[src/rtl/fsc_pkg.sv]
package fsc_pkg;
    // Number of stages behind fetch that carry a bubble flag
    localparam int TRACK_STAGES = 4;

    typedef enum logic [1:0] {
        ST_IDLE   = 2'd0,
        ST_FETCH  = 2'd1,
        ST_STOLEN = 2'd2
    } slot_state_t;
endpackage

[src/rtl/fsc_owner_fsm.sv]
module fsc_owner_fsm
    import fsc_pkg::*;
(
    input  logic clk,
    input  logic rst_n,
    input  logic fetch_req,
    input  logic mem_valid,
    input  logic mem_load,
    input  logic mem_store,
    output logic grant_data,
    output logic grant_fetch,
    output logic decode_empty
);
    slot_state_t state, state_nx;
    logic        data_claim;

    assign data_claim  = mem_valid && (mem_load || mem_store);
    assign grant_data  = data_claim;
    assign grant_fetch = fetch_req && !data_claim;

    // State register
    always_ff @(posedge clk) begin
        if (!rst_n) state <= ST_IDLE;
        else        state <= state_nx;
    end

    // Next state: what happens to this cycle's fetch slot
    always_comb begin
        if (grant_fetch)    state_nx = ST_FETCH;
        else if (fetch_req) state_nx = ST_STOLEN;
        else                state_nx = ST_IDLE;
    end

    // Output decode from the state
    always_comb begin
        unique case (state)
            ST_FETCH:  decode_empty = 1'b0;
            ST_STOLEN: decode_empty = 1'b1;
            ST_IDLE:   decode_empty = 1'b1;
            default:   decode_empty = 1'b1;
        endcase
    end
endmodule

[src/rtl/fsc_bubble_shift.sv]
module fsc_bubble_shift #(
    parameter int N = 4
) (
    input  logic         clk,
    input  logic         rst_n,
    input  logic         head,
    output logic [N-1:0] flags
);
    assign flags[0] = head;

    for (genvar k = 1; k < N; k++) begin : g_stage
        always_ff @(posedge clk) begin
            if (!rst_n) flags[k] <= 1'b1;
            else        flags[k] <= flags[k-1];
        end
    end
endmodule

[src/rtl/fsc_pc_reg.sv]
module fsc_pc_reg #(
    parameter int AW   = 16,
    parameter int STEP = 4
) (
    input  logic          clk,
    input  logic          rst_n,
    input  logic          en,
    output logic [AW-1:0] pc
);
    localparam logic [AW-1:0] STEP_V = AW'(STEP);

    always_ff @(posedge clk) begin
        if (!rst_n)  pc <= '0;
        else if (en) pc <= pc + STEP_V;
    end
endmodule

[src/rtl/fetch_stall_ctrl.sv]
module fetch_stall_ctrl
    import fsc_pkg::*;
#(
    parameter int AW   = 16,
    parameter int STEP = 4
) (
    input  logic                    clk,
    input  logic                    rst_n,
    input  logic                    fetch_req,
    input  logic                    mem_valid,
    input  logic                    mem_load,
    input  logic                    mem_store,
    output logic                    port_to_data,
    output logic                    port_to_fetch,
    output logic                    addr_sel,
    output logic                    pc_en,
    output logic                    ifid_en,
    output logic [AW-1:0]           fetch_pc,
    output logic [TRACK_STAGES-1:0] stage_bubble
);
    logic g_data, g_fetch, dec_empty;

    fsc_owner_fsm u_fsm (
        .clk          (clk),
        .rst_n        (rst_n),
        .fetch_req    (fetch_req),
        .mem_valid    (mem_valid),
        .mem_load     (mem_load),
        .mem_store    (mem_store),
        .grant_data   (g_data),
        .grant_fetch  (g_fetch),
        .decode_empty (dec_empty)
    );

    fsc_bubble_shift #(.N(TRACK_STAGES)) u_shift (
        .clk   (clk),
        .rst_n (rst_n),
        .head  (dec_empty),
        .flags (stage_bubble)
    );

    fsc_pc_reg #(.AW(AW), .STEP(STEP)) u_pc (
        .clk   (clk),
        .rst_n (rst_n),
        .en    (g_fetch),
        .pc    (fetch_pc)
    );

    assign port_to_data  = g_data;
    assign port_to_fetch = g_fetch;
    assign addr_sel      = g_data;
    assign pc_en         = g_fetch;
    assign ifid_en       = g_fetch;
endmodule

[config.mk]
export PLATFORM = sky130hd
export DESIGN_NAME = fetch_stall_ctrl
export DESIGN_NICKNAME = d
export VERILOG_FILES = /design/src/rtl/fsc_pkg.sv /design/src/rtl/fsc_owner_fsm.sv /design/src/rtl/fsc_bubble_shift.sv /design/src/rtl/fsc_pc_reg.sv /design/src/rtl/fetch_stall_ctrl.sv
export SDC_FILE = /design/constraint.sdc
export NUM_CORES = 1
export LEC_CHECK = 0
export BUFFER_PORTS_ARGS = -buffer_cell sky130_fd_sc_hd__buf_2
export CORE_UTILIZATION = 30
export DETAILED_ROUTE_END_ITERATION = 12
export PLACE_DENSITY = 0.59
export SLEW_MARGIN = 20
export SYNTH_ARGS = -nofsm -noshare
export SYNTH_HDL_FRONTEND = slang
export SYNTH_SLANG_ARGS = --single-unit
[constraint.sdc]
create_clock -name clk -period 3.34 [get_ports clk]
set_input_delay 0.668 -clock clk [delete_from_list [all_inputs] [get_ports clk]]
set_output_delay 0.668 -clock clk [all_outputs]
set_load 0.01 [all_outputs]
Word level (Yosys, flattened, before mapping):

Cells that the tools add are included.

* multiplexer cells: 3
* add/sub/neg operators: 1
* bitwise gates (word level): 1
* equality and inequality tests: 1
* reductions and logical operators: 5

Operator list (number)
* $add 16x3->16 const B: 1
* $eq 2x1->1 const B: 1
* $logic_and 1x1->1: 2
* $mux 1: 2
* $mux 2: 1
* $reduce_or 2->1: 1
* $logic_not 1->1: 1
* $logic_or 1x1->1: 1
* $not 1->1: 1

* register bits: 21
* output and inout bits: 25
* word-level logic and storage cells: 17

Depth between registers and ports, before layout:

Gate-level depths: netlist of the first run.

* depth after elaboration: 5
* mapped depth: 5
* gate-level depth less buffers: 5

Cells and area by module:

Synthesis of the first run repeated with hierarchy kept, for this count alone.

* cell total of the unflattened synthesis: 94
* area, all modules: 867.1 um^2

By module, submodules not included
* fsc_pc_reg: cells each 75, times used 1, sequential area each 280.3 um^2, area an instance 675.6 um^2
* fsc_bubble_shift: cells each 7, times used 1, sequential area each 60.1 um^2, area an instance 86.3 um^2
* fsc_owner_fsm: cells each 9, times used 1, sequential area each 40.0 um^2, area an instance 82.6 um^2
* fetch_stall_ctrl: cells each 3, times used 1, sequential area each 0.0 um^2, area an instance 22.5 um^2

Worst setup path before layout of the first run:

Ideal clock, no wire load.

* kind: in2out
* from: input mem_store
* to: output pc_en
* setup slack: 1.318 ns
* arrival time: 1.354 ns
* cell stages on the path: 4
* required time: 2.672 ns
* cell sequence: o21ai_2 > nand2_1 > inv_1 > buf_4

* longest elaborated chain between the ends: 4

RTL lines
* from (decl): RTL line fetch_stall_ctrl.sv:12 `input logic mem_store,`
* $logic_or 1x1->1: RTL line fsc_owner_fsm.sv:17 `assign data_claim = mem_valid && (mem_load || mem_store);`
* $logic_and 1x1->1: RTL line fsc_owner_fsm.sv:17
* $logic_not 1->1: RTL line fsc_owner_fsm.sv:19 `assign grant_fetch = fetch_req && !data_claim;`
* $logic_and 1x1->1: RTL line fsc_owner_fsm.sv:19
* to (decl): RTL line fetch_stall_ctrl.sv:16 `output logic pc_en,`

Every way passes these cells.

Worst setup path in the final report of the first run:

Ends and elaborated chain as after synthesis.

==> results.rst, run 1 <==
.. list-table::
   :header-rows: 1

   * - Metric
     - Value
   * - Leakage
     - 0.4499 nW
   * - Antenna-violating nets left
     - 0
   * - Peak VDD IR
     - 0.0001996 V
   * - Die outline width
     - 54.55 µm
   * - Final core occ
     - 38.84%
   * - Most common library cell in the layout ignoring fill and taps
     - buf_2
   * - Setup crit end kind
     - output pin
   * - Power density of the placed cells
     - 382.9 nW/µm²
   * - Largest net degree at the start of global routing
     - 16
   * - Startpoint-to-endpoint class of the critical path
     - input port to output pin
   * - Highest-count cells in the layout ignoring fill and taps
     - buf_2, dfxtp_1, nor2_1
   * - Min setup slack post-route
     - 1.176 ns
   * - Critical Path Stages
     - 5
   * - Clock tree buffer depth
     - 2
   * - Largest cells by area after synthesis
     - dfxtp_1, xor2_1, buf_4
   * - Mapped Avg Cell Area
     - 9.003 µm²
   * - Sum of negative setup slack
     - 0 ns
   * - Unrepaired setup endpoints after global routing
     - false
   * - Top delay family on crit path
     - buffers and inverters
   * - Die area
     - roughly 3000 µm²
   * - Final Hold Viols
     - 0
   * - Worst-case reg-to-reg path depth
     - 4
   * - Nets
     - 126
   * - Core region area
     - 2545 µm²
   * - Cells on Worst Hold Path
     - 1
   * - Number of buffers inserted by post-CTS setup repair
     - 0
   * - Number of buffers inserted by port buffering
     - 28
   * - Register bit total from synthesis
     - 19
   * - Max frequency
     - 462.0 MHz
   * - Cell taking the most area after synthesis
     - dfxtp_1
   * - CP Cell Sequence
     - buf_2 -> o21ai_2 -> nand2_1 -> inv_1 -> buf_2
   * - Clk_skew
     - 0.007430 ns
   * - Layout overhead on the synthesized area
     - 19.34%
   * - Maximum fanout along the worst path
     - 9
   * - Post-synthesis sequential area ratio
     - 45.92%
   * - CP max-delay cell
     - o21ai_2
   * - # DRC
     - 0
   * - Resize count post-CTS
     - 0
   * - Mean routed wirelength per cell
     - 10.10 µm
   * - Initial antenna violation count
     - 0
   * - Filler-free cell count of the finished design
     - roughly 150
   * - Clock input transition at the sequential cells of the worst setup and hold paths
     - 0.11 ns
   * - Distinct cell type count after synthesis
     - 28
   * - Number of global-route vias before repair
     - 594
   * - Required time of the critical path
     - between 2 and 3 ns
   * - Post-detailed-placement half-perimeter wirelength
     - 1183 µm
   * - Die height
     - 54.55 µm
   * - WP buf/inv
     - 3
   * - Post-Place Cells
     - 144
   * - GR Overflow Total
     - 0
   * - Worst path most repeated cell
     - buf_2
   * - Count of boundary I/O pins
     - 31
   * - Post-synthesis instance area
     - around 830 µm²
   * - Number of maximum-capacitance constraint violations
     - 0
   * - Final count of pins violating max slew
     - 0
   * - Post-route minimum period
     - 2.164 ns
   * - Detailed-routing iteration count for the pre-antenna-repair pass
     - 3
   * - Pre-CTS setup slack
     - 1.177 ns
   * - Share of the cycle needed by the critical path after routing
     - 64.80%
   * - Final weighted congestion in routability-driven placement
     - 0.6917
   * - Final count of negative-setup-slack endpoints
     - 0
   * - WL final
     - 1495 µm
   * - Starting Density
     - 32.55%
   * - Htree depth
     - 1
   * - Number of vias after detailed routing
     - 701
   * - Number of vias per cell after detailed routing
     - 4.736
   * - Sinks on the clock net
     - 19
   * - Number of cell rows
     - 18
   * - CTS tree
     - done
   * - Quantity of hold-fixing buffers added after cts
     - 0
   * - CP arrival
     - 1.50 ns
   * - Drt first-iter violations
     - 6
   * - Sort of element at the start of the critical path
     - input port
   * - CTS buffer count
     - 3
   * - Overall fraction of global-route tracks in use
     - about an eighth
   * - Global-route wire length before repair
     - about 2400 µm
   * - Synth top area share
     - 45.92%
   * - Share of layout cells above drive strength 1
     - roughly a third
   * - Clock root buffer
     - clkbuf_4
   * - Biggest cell delay along the critical path
     - 0.31 ns
   * - Post-synthesis cell count
     - 92
   * - Result of the run
     - finished, final reports clean
   * - Yosys Warn Count
     - 0
   * - Diodes inserted
     - 0
   * - Number of filler instances in the final layout
     - 291
   * - Insertion delay of the later-clocked pin in the worst-skew pair
     - 0.30 ns
   * - Worst hold-check path type
     - flop to flop
==> final cells by class <==
class	instances	area, µm²	share of cell area, %
well taps	30	37.54	3.797
clock buffers	3	22.52	2.278
clock inverters	1	5.005	0.5063
repair buffers	28	140.1	14.18
flip-flops and latches	19	380.4	38.48
inverters	3	11.26	1.139
multi-input cells	64	391.6	39.62
==> through the flow <==
stage | total power, mW | area, µm² | hold slack (ns)
2_1_floorplan | 0.2607 | 832.0 | 0.4623
3_3_place_gp | 0.2685 | 960.9 | 0.4096
3_5_place_dp | 0.2688 | 960.9 | 0.4155
4_1_cts | 0.3846 | 988.4 | 0.4424
5_1_grt | 0.3969 | 988.4 | 0.4550
6_report | 0.3785 | 988.4 | 0.4382
==> cell families (layout without fill, tap and decap cells) <==
family                     Yosys count  after routing  synth area share [%]
buffers and inverters               10             35                 7.250
DFF                                 19             19                 45.92
AOI/OAI and AO/OA                    8              8                 5.590
adders and majority gates            1              1                 1.510
and+or+nand+nor                     43             43                 28.55
muxes                                1              1                 1.209
xor gates and xnor gates             9              9                 9.517
other                                1              2                0.4527
==> synth_stat cells <==
master     count
nor3_1         2
conb_1         1
nand2b_1       5
nand4bb_1      1
ha_1           1
buf_4          6
o21ai_2        1
xnor2_1        3
xor2_1         6
dfxtp_1       19
and3_2         1
nand4_2        1
mux2i_1        1
and3_1         2
inv_1          3
o21ai_0        2
nand3_1        5
buf_1          1
or3_2          2
a21oi_1        4
nand4_1        2
or3_4          1
nor2_1        11
or2_2          1
nor4_1         1
nand2_1        7
o31ai_1        1
or4_1          1
==> per-layer routing <==
layer,part of all wire [%],GRT usage [%],routed length (µm),up-vias
met3,5.4,2.500,81,2
met1,43,13.30,644,330
met5,0,0,0,-
met4,1.1,7.692,16,0
li1,-,-,-,352
met2,50,19.51,753,17
==> sequential cells by signal, summed over array words and instances, names as in the netlist <==
name and count:
u_fsm.state 2, u_pc.pc 14, u_shift.flags 3
==> report_power, final <==
part | switching, mW | total [mW] | internal (mW)
clock network | 0.0708 | 0.115 | 0.0446
registers | 0.00262 | 0.233 | 0.230
logic | 0.0188 | 0.0302 | 0.0114
==> final timing paths <==
kind / from / slack, ns / endpoint
worst min-delay path: u_shift.flags[1] / 0.44 / u_shift.flags[2]
worst max-delay path: mem_store / 1.18 / pc_en
worst min register to register: u_shift.flags[1] / 0.44 / u_shift.flags[2]
worst max register to register: u_pc.pc[5] / 1.55 / u_pc.pc[15]
Power figures use the tool's default switching activity.
==> inputs of run 2 (changes only) <==
- PLACE_DENSITY: 0.59 -> 0.61
- clock period: 3.34 -> 1.9 ns (I/O delays scaled with it)
==> results.rst, run 2 (synthesis gave the netlist of run 1 again) <==
.. list-table::
   :header-rows: 1

   * - Metric
     - Value
   * - DRT met1 WL
     - 652 µm (+1.2%)
   * - Clock input transition at the sequential cells of the worst setup and hold paths
     - 0.11 ns (about the same)
   * - Drt first-iter violations
     - 3 (-3)
   * - Number of vias per cell after detailed routing
     - 4.593 (-3.0%)
   * - Filler-free cell count of the finished design
     - 150 (+1.4%)
   * - Number of cell rows
     - 18 (unchanged)
   * - DR WL met3
     - 96 µm (+19%)
   * - Antenna-violating nets left
     - 0 (unchanged)
   * - Highest-count cells in the layout ignoring fill and taps
     - buf_2, dfxtp_1, nor2_1
   * - Final count of pins violating max slew
     - 0 (unchanged)
   * - Maximum fanout along the worst path
     - 6 (-3)
   * - Clock root buffer
     - clkbuf_4
   * - Share of the cycle needed by the critical path after routing
     - around 89%
   * - Final count of negative-setup-slack endpoints
     - 0 (unchanged)
   * - Max frequency
     - ~590 MHz
   * - Final Hold Viols
     - 0 (unchanged)
   * - Gate power share
     - 8.3% (+0.3 points)
   * - Count of boundary I/O pins
     - 31 (unchanged)
   * - CP Cell Sequence
     - nand4_2 -> or3_4 -> or4_1 -> a21oi_1
   * - CTS buffer count
     - 3 (unchanged)
   * - CP max-delay cell
     - or4_1
   * - Initial antenna violation count
     - 0 (unchanged)
   * - Internal power summed over all cells
     - 0.5083 mW (+78%)
   * - Core region area
     - 2545 µm² (unchanged)
   * - Switching share of total power
     - 24.12% (-0.25 points)
   * - CTS tree
     - done
   * - Switching power
     - 0.1616 mW (+75%)
   * - Clk_skew
     - 0.006183 ns (-0.001247 ns)
   * - Number of global-route vias before repair
     - 645 (+8.6%)
   * - Quantity of hold-fixing buffers added after cts
     - 0 (unchanged)
   * - Die outline width
     - 54.55 µm (unchanged)
   * - GR Overflow Total
     - 0 (unchanged)
   * - Post-Place Cells
     - 146 (+1.4%)
   * - Most common library cell in the layout ignoring fill and taps
     - buf_2
   * - Share of layout cells above drive strength 1
     - 33.33% (+0.28 points)
   * - Biggest cell delay along the critical path
     - 0.47 ns (+0.16 ns)
   * - WL final
     - 1563 µm (+4.5%)
   * - Post-route minimum period
     - 1.700 ns
   * - Peak VDD IR
     - 0.0003789 V (+90%)
   * - Largest net degree at the start of global routing
     - 16 (unchanged)
   * - Sum of negative setup slack
     - 0 ns (unchanged)
   * - Die area
     - 2975 µm² (unchanged)
   * - Overall fraction of global-route tracks in use
     - 13.22% (+1.5 points)
   * - Number of buffers inserted by port buffering
     - 28 (unchanged)
   * - Die height
     - 54.55 µm (unchanged)
   * - Number of filler instances in the final layout
     - 264 (-9.3%)
   * - Clock Power Share
     - 30.5% (about the same)
   * - Met2 routed wirelength
     - 781 µm (+3.7%)
   * - Sort of element at the start of the critical path
     - flop
   * - Highest signal layer in the routed design
     - met4
   * - Number of vias after detailed routing
     - 689 (-1.7%)
   * - Startpoint-to-endpoint class of the critical path
     - flop to flop
   * - Part of the power in registers
     - 61.2% (-0.4 points)
   * - Worst-case reg-to-reg path depth
     - 4 (unchanged)
   * - Global-route wire length before repair
     - 2677 µm (+9.9%)
   * - Required time of the critical path
     - 2.13 ns (-0.54 ns)
   * - Power density of the placed cells
     - 668.4 nW/µm² (+75%)
   * - Detailed-routing iteration count for the pre-antenna-repair pass
     - 2 (-1)
   * - # DRC
     - 0 (unchanged)
   * - Flip-flop count of the largest register, all copies and words added
     - 14 (unchanged)
   * - CP arrival
     - 1.93 ns (+0.43 ns)
   * - Diodes inserted
     - 0 (unchanged)
   * - Most flop-heavy register
     - u_pc.pc
   * - Htree depth
     - 1 (unchanged)
   * - Number of buffers inserted by post-CTS setup repair
     - 0 (unchanged)
   * - Post-detailed-placement half-perimeter wirelength
     - 1217 µm (+2.8%)
   * - Cells on Worst Hold Path
     - 2 (+1)
   * - Starting Density
     - 32.55% (unchanged)
   * - Leakage
     - 0.4573 nW (+1.6%)
   * - Number of maximum-capacitance constraint violations
     - 0 (unchanged)
   * - Insertion delay of the later-clocked pin in the worst-skew pair
     - 0.30 ns (about the same)
   * - Sinks on the clock net
     - 19 (unchanged)
   * - Final weighted congestion in routability-driven placement
     - 0.7306 (+5.6%)
   * - Mean routed wirelength per cell
     - 10.42 µm (+3.2%)
   * - Registers with the most flip-flops
     - u_pc.pc x14, u_shift.flags x3, u_fsm.state x2
   * - Nets
     - 128 (+1.6%)
   * - Unrepaired setup endpoints after global routing
     - false
   * - Layout overhead on the synthesized area
     - 21.00%
   * - Setup crit end kind
     - flop
   * - Resize count post-CTS
     - 0 (unchanged)
   * - Worst hold-check path type
     - input port to flop
   * - Result of the run
     - finished, final reports clean
   * - Clock tree buffer depth
     - 2 (unchanged)
run 2: cell types whose count changed in the layout (fill, tap and decap cells not counted), sizes merged:
cell	delta
clkbuf	+1
buf	+2
clkinv	-1
run 2: final timing paths:
| check | startpoint | endpoint | slack (ns) |
|---|---|---|---|
| hold / removal | rst_n | u_shift.flags[3] | 0.30 |
| setup / recovery | u_pc.pc[6] | u_pc.pc[15] | 0.20 |
| hold reg to reg | u_shift.flags[2] | u_shift.flags[3] | 0.44 |
| setup reg to reg | u_pc.pc[6] | u_pc.pc[15] | 0.20 |
run 2: critical path, delay by kind of cell (launching register included):
kind            cells  cell delay [ns]
simple gates        3             1.07
flops               1             0.42
compound gates      1             0.14
run 2: power groups by stage:
stage	combinational [mW]	clock (mW)	sequential (mW)
2_1_floorplan	0.0375	0	0.421
3_3_place_gp	0.0557	0	0.419
3_5_place_dp	0.0567	0	0.419
4_1_cts	0.0569	0.218	0.410
5_1_grt	0.0646	0.230	0.411
6_report	0.0558	0.204	0.410
run 2: area by class of cell:
cell class	count	area (µm²)	area share [%]
inverter	3	11.26	1.124
timing repair buffer	30	155.1	15.48
clock buffer	4	26.28	2.622
multi-input combinational	64	391.6	39.08
sequential	19	380.4	37.95
tap	30	37.54	3.745
run 2: routing by layer:
metal	track usage, %	vias to the layer above
li1	-	355
met4	8.974	0
met1	14.38	314
met3	3.611	2
met2	22.15	18
met5	0	-
run 2: per-stage QoR:
step	worst slack, ns	instance area, µm²	utilization [%]	hold WS (ns)	total power [mW]
2_1_floorplan	0.2114	832.0	-	0.4532	0.4582
3_3_place_gp	0.2468	975.9	38.35	0.4070	0.4746
3_5_place_dp	0.1997	975.9	38.35	0.4175	0.4756
4_1_cts	0.1842	1002	39.38	0.2845	0.6847
5_1_grt	0.08045	1002	39.38	0.2961	0.7060
6_report	0.1998	1002	39.38	0.2988	0.6699
